`config.mk`:
```
export PLATFORM = sky130hd
export DESIGN_NAME = cfg_sequencer
export DESIGN_NICKNAME = d
export VERILOG_FILES = /design/src/rtl/cfg_seq_pkg.sv /design/src/rtl/cfg_seq_timer.sv /design/src/rtl/cfg_seq_word_cnt.sv /design/src/rtl/cfg_seq_fsm.sv /design/src/rtl/cfg_sequencer.sv
export SDC_FILE = /design/constraint.sdc
export NUM_CORES = 1
export LEC_CHECK = 0
export CAP_MARGIN = 0
export CORE_UTILIZATION = 55
export CTS_CLUSTER_DIAMETER = 40
export DETAILED_ROUTE_END_ITERATION = 16
export DONT_BUFFER_PORTS = 1
export GPL_TIMING_DRIVEN = 0
export PLACE_DENSITY = 0.77
export SLEW_MARGIN = 20
export SYNTH_ARGS = -nofsm -noshare
export SYNTH_HDL_FRONTEND = slang
export SYNTH_SLANG_ARGS = --single-unit
```
`constraint.sdc`:
```
create_clock -name clk_i -period 8.15 [get_ports clk_i]
set_input_delay 0.815 -clock clk_i [delete_from_list [all_inputs] [get_ports clk_i]]
set_output_delay 0.815 -clock clk_i [all_outputs]
set_load 0.02 [all_outputs]
```
`src/rtl/cfg_seq_pkg.sv`:
```
package cfg_seq_pkg;
  localparam int MODE_W = 2;

  typedef enum logic [2:0] {
    ST_OFF,
    ST_POR,
    ST_RESET,
    ST_CONFIG,
    ST_WAIT_DONE,
    ST_INIT,
    ST_USER
  } seq_state_e;
endpackage

```
`src/rtl/cfg_seq_timer.sv`:
```
module cfg_seq_timer #(
  parameter int TMR_W = 8
) (
  input  logic             clk_i,
  input  logic             rst_ni,
  input  logic             load_i,
  input  logic [TMR_W-1:0] load_val_i,
  input  logic             dec_i,
  output logic             zero_o
);
  logic [TMR_W-1:0] cnt_q;

  always_ff @(posedge clk_i or negedge rst_ni) begin
    if (!rst_ni)                      cnt_q <= '0;
    else if (load_i)                  cnt_q <= load_val_i;
    else if (dec_i && cnt_q != '0)    cnt_q <= cnt_q - 1'b1;
  end

  assign zero_o = (cnt_q == '0);
endmodule

```
`src/rtl/cfg_seq_word_cnt.sv`:
```
module cfg_seq_word_cnt #(
  parameter int LEN_W = 16
) (
  input  logic             clk_i,
  input  logic             rst_ni,
  input  logic             clr_i,
  input  logic             inc_i,
  input  logic [LEN_W-1:0] total_i,
  output logic             last_o
);
  logic [LEN_W-1:0] cnt_q;

  always_ff @(posedge clk_i or negedge rst_ni) begin
    if (!rst_ni)      cnt_q <= '0;
    else if (clr_i)   cnt_q <= '0;
    else if (inc_i)   cnt_q <= cnt_q + 1'b1;
  end

  // a zero length behaves as one word
  assign last_o = ({1'b0, cnt_q} + (LEN_W+1)'(1)) >= {1'b0, total_i};
endmodule

```
`src/rtl/cfg_seq_fsm.sv`:
```
module cfg_seq_fsm
  import cfg_seq_pkg::*;
#(
  parameter int POR_FAST    = 16,
  parameter int POR_SLOW    = 64,
  parameter int INIT_CYCLES = 8,
  parameter int TMR_W       = 7
) (
  input  logic              clk_i,
  input  logic              rst_ni,
  input  logic              pwr_good_i,
  input  logic [MODE_W-1:0] mode_sel_i,
  input  logic              cfg_req_ni,
  input  logic              cfg_clk_en_i,
  input  logic              status_line_i,
  input  logic              done_line_i,
  input  logic              tmr_zero_i,
  input  logic              cnt_last_i,
  output seq_state_e        state_o,
  output logic [MODE_W-1:0] mode_o,
  output logic              tmr_load_o,
  output logic [TMR_W-1:0]  tmr_load_val_o,
  output logic              tmr_dec_o,
  output logic              cnt_clr_o,
  output logic              capture_o
);
  localparam logic [TMR_W-1:0] FAST_LD = TMR_W'(POR_FAST - 1);
  localparam logic [TMR_W-1:0] SLOW_LD = TMR_W'(POR_SLOW - 1);
  localparam logic [TMR_W-1:0] INIT_LD = TMR_W'(INIT_CYCLES - 1);

  seq_state_e        state_q, state_d;
  logic [MODE_W-1:0] mode_q;
  logic              done_prev_q;
  logic              done_rise;

  assign done_rise = done_line_i && !done_prev_q;

  always_comb begin
    state_d        = state_q;
    tmr_load_o     = 1'b0;
    tmr_load_val_o = '0;
    tmr_dec_o      = 1'b0;
    cnt_clr_o      = 1'b0;
    capture_o      = 1'b0;
    if (!pwr_good_i) begin
      state_d   = ST_OFF;
      cnt_clr_o = 1'b1;
    end else if (!cfg_req_ni && state_q != ST_OFF && state_q != ST_POR) begin
      state_d   = ST_RESET;
      cnt_clr_o = 1'b1;
    end else begin
      unique case (state_q)
        ST_OFF: begin
          state_d        = ST_POR;
          tmr_load_o     = 1'b1;
          tmr_load_val_o = mode_sel_i[0] ? SLOW_LD : FAST_LD;
          cnt_clr_o      = 1'b1;
        end
        ST_POR: begin
          cnt_clr_o = 1'b1;
          if (tmr_zero_i) state_d = ST_RESET;
          else            tmr_dec_o = 1'b1;
        end
        ST_RESET: begin
          cnt_clr_o = 1'b1;
          state_d   = ST_CONFIG;
        end
        ST_CONFIG: begin
          if (status_line_i && cfg_clk_en_i) begin
            capture_o = 1'b1;
            if (cnt_last_i) state_d = ST_WAIT_DONE;
          end
        end
        ST_WAIT_DONE: begin
          if (done_rise) begin
            state_d        = ST_INIT;
            tmr_load_o     = 1'b1;
            tmr_load_val_o = INIT_LD;
          end
        end
        ST_INIT: begin
          if (tmr_zero_i) state_d = ST_USER;
          else            tmr_dec_o = 1'b1;
        end
        ST_USER: state_d = ST_USER;
        default: state_d = ST_OFF;
      endcase
    end
  end

  always_ff @(posedge clk_i or negedge rst_ni) begin
    if (!rst_ni) begin
      state_q     <= ST_OFF;
      mode_q      <= '0;
      done_prev_q <= 1'b0;
    end else begin
      state_q     <= state_d;
      done_prev_q <= done_line_i;
      if (state_q == ST_OFF && pwr_good_i) mode_q <= mode_sel_i;
    end
  end

  assign state_o = state_q;
  assign mode_o  = mode_q;


  init_needs_rise_chk: assert property (@(posedge clk_i) disable iff (!rst_ni)
    (state_q == ST_INIT && $past(state_q) == ST_WAIT_DONE) |-> $past(done_line_i && !done_prev_q));


  done_after_last_chk: assert property (@(posedge clk_i) disable iff (!rst_ni)
    (state_q == ST_WAIT_DONE && $past(state_q) == ST_CONFIG) |-> $past(cnt_last_i && capture_o));
endmodule

```
`src/rtl/cfg_sequencer.sv`:
```
module cfg_sequencer
  import cfg_seq_pkg::*;
#(
  parameter int DATA_W      = 8,
  parameter int LEN_W       = 16,
  parameter int POR_FAST    = 16,
  parameter int POR_SLOW    = 64,
  parameter int INIT_CYCLES = 8
) (
  input  logic              clk_i,
  input  logic              rst_ni,
  input  logic              pwr_good_i,
  input  logic [MODE_W-1:0] mode_sel_i,
  input  logic              cfg_req_ni,
  input  logic              cfg_clk_en_i,
  input  logic [DATA_W-1:0] cfg_data_i,
  input  logic [LEN_W-1:0]  total_words_i,
  input  logic              status_line_i,
  input  logic              done_line_i,
  output logic              status_drive_low_o,
  output logic              done_drive_low_o,
  output logic              io_tristate_o,
  output logic              user_mode_o,
  output logic [DATA_W-1:0] cfg_word_o,
  output logic              cfg_word_vld_o
);
  localparam int POR_MAX = (POR_SLOW > POR_FAST) ? POR_SLOW : POR_FAST;
  localparam int DLY_MAX = (POR_MAX > INIT_CYCLES) ? POR_MAX : INIT_CYCLES;
  localparam int TMR_W   = $clog2(DLY_MAX + 1);

  seq_state_e        state;
  logic [MODE_W-1:0] mode_q;
  logic              tmr_load, tmr_dec, tmr_zero;
  logic [TMR_W-1:0]  tmr_load_val;
  logic              cnt_clr, cnt_last, capture;
  logic [DATA_W-1:0] serial_word, word_d;
  logic [DATA_W-1:0] word_q;
  logic              vld_q;

  cfg_seq_fsm #(
    .POR_FAST(POR_FAST), .POR_SLOW(POR_SLOW),
    .INIT_CYCLES(INIT_CYCLES), .TMR_W(TMR_W)
  ) u_fsm (
    .clk_i, .rst_ni, .pwr_good_i, .mode_sel_i, .cfg_req_ni, .cfg_clk_en_i,
    .status_line_i, .done_line_i,
    .tmr_zero_i(tmr_zero), .cnt_last_i(cnt_last),
    .state_o(state), .mode_o(mode_q),
    .tmr_load_o(tmr_load), .tmr_load_val_o(tmr_load_val), .tmr_dec_o(tmr_dec),
    .cnt_clr_o(cnt_clr), .capture_o(capture)
  );

  // shared by the power-on delay and initialization
  cfg_seq_timer #(.TMR_W(TMR_W)) u_timer (
    .clk_i, .rst_ni, .load_i(tmr_load), .load_val_i(tmr_load_val),
    .dec_i(tmr_dec), .zero_o(tmr_zero)
  );

  cfg_seq_word_cnt #(.LEN_W(LEN_W)) u_word_cnt (
    .clk_i, .rst_ni, .clr_i(cnt_clr), .inc_i(capture),
    .total_i(total_words_i), .last_o(cnt_last)
  );

  generate
    if (DATA_W > 1) begin : g_wide
      assign serial_word = {{(DATA_W-1){1'b0}}, cfg_data_i[0]};
    end else begin : g_bit
      assign serial_word = cfg_data_i;
    end
  endgenerate

  assign word_d = mode_q[1] ? cfg_data_i : serial_word;

  always_ff @(posedge clk_i or negedge rst_ni) begin
    if (!rst_ni) begin
      word_q <= '0;
      vld_q  <= 1'b0;
    end else begin
      vld_q <= capture;
      if (capture) word_q <= word_d;
    end
  end

  assign status_drive_low_o = (state == ST_OFF) || (state == ST_POR) || (state == ST_RESET);
  assign done_drive_low_o   = status_drive_low_o || (state == ST_CONFIG);
  assign io_tristate_o      = (state != ST_USER);
  assign user_mode_o        = (state == ST_USER);
  assign cfg_word_o         = word_q;
  assign cfg_word_vld_o     = vld_q;


  power_loss_chk: assert property (@(posedge clk_i) disable iff (!rst_ni)
    !pwr_good_i |=> (status_drive_low_o && done_drive_low_o && io_tristate_o && !user_mode_o));


  req_low_reset_chk: assert property (@(posedge clk_i) disable iff (!rst_ni)
    (pwr_good_i && !cfg_req_ni) |=> (status_drive_low_o && done_drive_low_o && io_tristate_o && !cfg_word_vld_o));


  capture_gate_chk: assert property (@(posedge clk_i) disable iff (!rst_ni)
    cfg_word_vld_o |-> ($past(status_line_i) && $past(!status_drive_low_o) && $past(cfg_clk_en_i)));


  user_lines_chk: assert property (@(posedge clk_i) disable iff (!rst_ni)
    user_mode_o |-> (!io_tristate_o && !done_drive_low_o && !status_drive_low_o));
endmodule

```
* Word-level counts from Yosys, hierarchy flattened
Index checks and enable logic that the tools add are counted.
** Operators by class
- Add/sub/neg operators :: 3
- Mux-type cells :: 33
- Magnitude comparators :: 1
- Reductions and logical operators :: 20
- Eq/ne operators :: 13
** Operators by type and width (count)
- $mux W16 :: 2
- $mux W7 :: 4
- $mux W3 :: 8
- $pmux W3 S7 :: 1
- $add A16 B1 Y17 const B :: 1
- $ge A17 B16 Y1 :: 1
- $add A16 B1 Y16 const B :: 1
- $mux W1 :: 14
- $pmux W7 S2 :: 1
- $ne A4 B3 Y1 const B :: 3
- $eq A3 B3 Y1 const B :: 3
- $mux W8 :: 1
- $ne A4 B2 Y1 const B :: 2
- $logic_not A7 Y1 :: 1
- $reduce_bool A7 Y1 :: 1
- $sub A7 B1 Y7 const B :: 1
- $eq A3 B2 Y1 const B :: 2
- $logic_and A1 B1 Y1 :: 6
- $mux W6 :: 1
- $reduce_and A5 Y1 :: 1
- $reduce_bool A2 Y1 :: 2
- $eq A3 B1 Y1 const B :: 1
- $logic_not A3 Y1 :: 1
- $logic_or A1 B1 Y1 :: 3
- other kinds (7) :: 8
** Storage, ports and cells
- Bits in registers :: 38
- Logic and storage cells :: 77

* Logic depth before layout (Yosys ltp)
- Depth in word-level cells :: 8
- Gate-level depth with buffers :: 12

* By module
From an unflattened synthesis, not the netlist that was laid out.
** Unflattened totals
- Cells, all modules :: 308
- Area total of the unflattened synthesis :: 2750.1 um2
** By module, submodules not included
- cfg_seq_word_cnt :: cells each 171, seq. area each 400.4 um2, times used 1, area each 1445.1 um2
- cfg_seq_fsm :: cells each 48, seq. area each 150.1 um2, times used 1, area each 476.7 um2
- cfg_seq_timer :: cells each 52, seq. area each 175.2 um2, times used 1, area each 461.7 um2
- cfg_sequencer :: cells each 37, seq. area each 225.2 um2, times used 1, area each 366.6 um2

* Worst setup path after synthesis
No wires, ideal clock.
- Path type :: register to register
- Start :: register u_word_cnt.cnt_q[2]
- End :: register u_fsm.state_q[0] (netlist: u_fsm.state_o[0])
- Arrival :: 2584 ps
- Setup time :: 128 ps
- Clock period less this slack :: 2712 ps
- Path slack :: 5438 ps
- Cell stages (with the launch flop) :: 13
- Buffers on the path :: 1
- Required time :: 8022 ps
- Cell sequence :: dfrtp_1 nand4_1 nor3_2 and3_1 buf_2 nand3_1 xnor2_1 ha_1 nand3_1 or3_1 o2111ai_1 nand3_1 mux2i_1
** On the way
- Word-level cells in the longest chain between the ends :: 4
** RTL lines
- start: declaration :: RTL line cfg_seq_word_cnt.sv:11 : logic [LEN_W-1:0] cnt_q;
- start signal: assignment :: RTL line cfg_seq_word_cnt.sv:16 : else if (inc_i) cnt_q <= cnt_q + 1'b1;
- $add A16 B1 Y17 :: RTL line cfg_seq_word_cnt.sv:20 : assign last_o = ({1'b0, cnt_q} + (LEN_W+1)'(1)) >= {1'b0, total_i};
- $ge A17 B16 Y1 :: RTL line cfg_seq_word_cnt.sv:20
- $ne A4 B3 Y1 (no source line)
- $reduce_and A5 Y1 (no source line)
- end signal: assignment :: RTL line cfg_seq_fsm.sv:97 : state_q <= state_d;
- end: declaration :: RTL line cfg_seq_fsm.sv:31 : seq_state_e state_q, state_d;
No other way between the ends.
A chain may end at the register's enable or synchronous reset.

* Worst setup path after layout
- Start :: register u_word_cnt.cnt_q[0]
- End :: register u_fsm.state_q[1] (netlist: u_fsm.state_o[1])
The elaborated chain is that of the path after synthesis.

==> summary.md <==
| Metric | Value |
|---|---|
| Run status | finished clean |
| Dominant synthesized flop cell | sky130_fd_sc_hd__dfrtp_1 |
| Clock latency at the later pin of the worst-skew pair | 0.29 ns |
| CTS buffer count | 5 |
| Capturing element type of the critical path | register |
| DRC Markers | 0 |
| Mean Syn Cell Area | 8.75 um2 |
| Total setup violations reported at the end of the flow | 0 |
| Largest voltage drop on the vdd net | 0.0821 mV |
| Sum of negative setup slack | 0 ns |
| FF+latch count, synth | 37 |
| Final setup skew | roughly 0.0028 ns |
| GRT Residual Overflow | 0 |
| Net count after synthesis | roughly 340 |
| Final WS setup | 4.94 ns |
| WL/cell | between 10 and 15 um |
| Yosys cell types | 44 |
| Hold Worst Slack | 0.212 ns |
| Worst Setup Path Type | reg -> reg |
| Fin. max-slew vios | 0 |
| Count of cells resized by post-cts repair | 0 |
| Maximum clock insertion buffer count | 2 |
| Post-route antenna net violation count | 0 |
| Share of final-layout standard cells stronger than drive strength 1 | under 10% |
| Area of the core | between 4000 and 5000 um2 |
| Via count of the first global-routing pass | 1832 |
| CTS H-tree lvls | 2 |
| Hold buffers post-CTS | 0 |
| Final cell utilization of the core | ~61% |
| Post-synth EDFFs | 0 |
| Fraction of registers with async set or reset after synthesis | 100% |
| Final antenna diode count | 0 |
| Number of vias after detailed routing | 1972 |
| Maximum number of pins on one net before global-route repair | 38 |
| Wirelength, routed | 4740 um |
| Worst hold path class | in -> async |
| Power density over the cells | 218 nW/um2 |
| Clock tree from TritonCTS | done |
| Maxcap violations | 0 |
| Area of the mapped netlist | 2480 um2 |
| Core Rows | 24 |
| Die Span Y | 69.1 um |
| Routability-driven placement congestion ratio | approximately 0.88 |
| Routed vias/inst | 5.75 |
| Final net count | 346 |
| Endpoint required time on the critical path | 8.35 ns |
| Number of DRC markers after the initial detailed-route iteration | 102 |
| Clock network power share | 28.3% |
| Number of synthesis warnings | 0 |
| Number of setup buffers added after CTS | 0 |
| Setup Slack @ Placement | slightly below 5 ns |
| Switching power share of the total | 35.8% |
| Number of antenna violations at the first check in global routing | 0 |
| Part of the power in registers | a little over two fifths |
| Portion of the clock cycle consumed by the worst path in the final layout | approximately 40% |
| Most area-consuming cells after synthesis | sky130_fd_sc_hd__dfrtp_1 37%, sky130_fd_sc_hd__ha_1 12%, sky130_fd_sc_hd__nand2_1 5.0% |
| Critical Path Source Type | register |
| Upper clock frequency limit | a little over 300 MHz |
| Register area share after synthesis | 37.4% |
| PortBufs | 0 |
| Die Area | between 4000 and 5000 um2 |
| Internal power summed over all cells | 372 uW |
| Number of fillers in the final layout | 390 |
| Final-report hold violation count | 0 |
| Layout area overhead | 7.47% |
| Unrepaired setup endpoints after global routing | no |
| CP Data Arrival Time | 3.41 ns |
| I/O pin count | 46 |
| Top library cells by usage in the layout, fill and taps aside | 37 x sky130_fd_sc_hd__dfrtp_1, 33 x sky130_fd_sc_hd__nand2_1, 26 x sky130_fd_sc_hd__inv_1 |
| Initial Util | a little under three fifths |
| Switching component of the power | 207 uW |
| Min cycle time layout | between 3 and 4 ns |
| Post-synthesis cell type with the largest combined area | sky130_fd_sc_hd__dfrtp_1 |
| Clock Root Buffer | sky130_fd_sc_hd__clkbuf_8 |
| Lkg Pwr | 1.35 nW |
| CP max FO | 7 |
| Detailed-router iteration count before antenna repair | 4 |
| Area occupied by registers | a little over 900 um2 |
| Global router's overall resource usage | 21.2% |
| Instance area at placement | 2540 um2 |
| Register clock-pin slew on the reported worst setup and hold paths | about 0.070 ns |
| Leading cell type in the layout, fill and taps excluded | sky130_fd_sc_hd__dfrtp_1 |
| Combinational group share of total power | 28.0% |
| Yosys top cell area share | 37.4% |
| Transition at the pin with the smallest max-transition slack | 0.632 ns |
| Final std cell area, no fill | 2660 um2 |
| Headroom to the max-slew limit | 57.7% |
| Wire length of the first global-routing pass | approximately 8300 um |
| HPWL after DPL | 3550 um |
| Area of combinational cells with multiple inputs | 1390 um2 |
| Syn Inst Count | 283 |
| Clock Sink Count | 37 |
| Die extent in x | ~70 um |
==> cell families (layout without fill, tap and decap cells) <==
kind of cell	Yosys count	after routing	share of synthesized area [%]
flip-flops	37	37	37.4
adder cells (fa/ha/maj)	23	23	11.6
AO/OA/AOI/OAI	59	59	15.7
AND/OR/NAND/NOR	107	107	21.8
buffers and inverters	38	46	6.67
multiplexers	3	3	1.26
XOR/XNOR	16	16	5.66
==> cell usage after synthesis (all sizes together) (2+ instances only) <==
cell    count
or2         3
dfrtp      37
nand4       5
xor2        7
nor2       23
nand2b      2
o31ai       4
nor2b       2
a22o        7
a41oi       2
a211oi      3
o21ai      19
and4        2
ha         23
clkbuf      4
and2        5
o221ai      2
buf         7
inv        27
or3         2
nor3        5
and3        4
nand2      33
a31oi       4
xnor2       9
o22a        3
a21oi       9
mux2i       2
nand3      18
==> sequential cells by signal, indices dropped and copies added (netlist names) <==
| name | count |
|---|---|
| cfg_word_o | 8 |
| u_word_cnt.cnt_q | 16 |
| u_fsm.mode_o | 1 |
| cfg_word_vld_o | 1 |
| u_fsm.done_prev_q | 1 |
| u_fsm.state_o | 3 |
| u_timer.cnt_q | 7 |
==> worst max-delay path: stages, from the launching register on <==
cell and delay (ns):
sky130_fd_sc_hd__dfrtp_1 0.46, sky130_fd_sc_hd__ha_1 0.35, sky130_fd_sc_hd__nand3_1 0.12, sky130_fd_sc_hd__nor2_1 0.27
sky130_fd_sc_hd__and2_1 0.25, sky130_fd_sc_hd__xor2_1 0.20, sky130_fd_sc_hd__ha_1 0.27, sky130_fd_sc_hd__a21o_1 0.16
sky130_fd_sc_hd__a2111oi_0 0.42, sky130_fd_sc_hd__o2111ai_1 0.21, sky130_fd_sc_hd__nand3_1 0.18, sky130_fd_sc_hd__mux2i_1 0.24
==> power groups by stage <==
stage          combinational (mW)  clock, mW  sequential (mW)
2_1_floorplan               0.133          0            0.252
5_1_grt                     0.182      0.174            0.257
3_3_place_gp                0.157          0            0.255
4_1_cts                     0.163      0.168            0.254
6_report                    0.162      0.164            0.253
3_5_place_dp                0.162          0            0.257
==> layout make-up <==
| class | instances | share of cell area (%) |
|---|---|---|
| Clock buffer | 6 | 3.10 |
| Buffer | 11 | 2.40 |
| Tap cell | 52 | 2.44 |
| Multi-Input combinational cell | 208 | 52.1 |
| Clock inverter | 2 | 1.41 |
| Sequential cell | 37 | 34.8 |
| Inverter | 27 | 3.81 |
==> final timing paths <==
check,from,end,slack [ns],cells after the start
setup / recovery,u_word_cnt.cnt_q[0],u_fsm.state_o[1],4.94,11
max in group asynchronous,rst_ni,u_word_cnt.cnt_q[5],7.86,0
min in group clk_i,u_timer.cnt_q[5],u_timer.cnt_q[5],0.53,1
hold / removal,rst_ni,cfg_word_o[4],0.21,0
hold reg to reg,u_timer.cnt_q[5],u_timer.cnt_q[5],0.53,1
setup reg to reg,u_word_cnt.cnt_q[0],u_fsm.state_o[1],4.94,11
==> stage by stage <==
stage / cells / power (mW)
finish: 343 / 0.579
global route: 343 / 0.613
CTS: 343 / 0.584
detailed placement: 335 / 0.419
global placement: 335 / 0.412
floorplan: 283 / 0.384
==> per-layer routing <==
layer / track usage (%) / vias to the layer above / routed length, um
met1: 29.0 / 926 / 2270
met5: 0 / - / 0
met4: 8.84 / 0 / 66
met3: 3.95 / 7 / 205
li1: - / 995 / -
met2: 33.1 / 44 / 2190
Note: power is estimated with default switching activity, not from simulation.
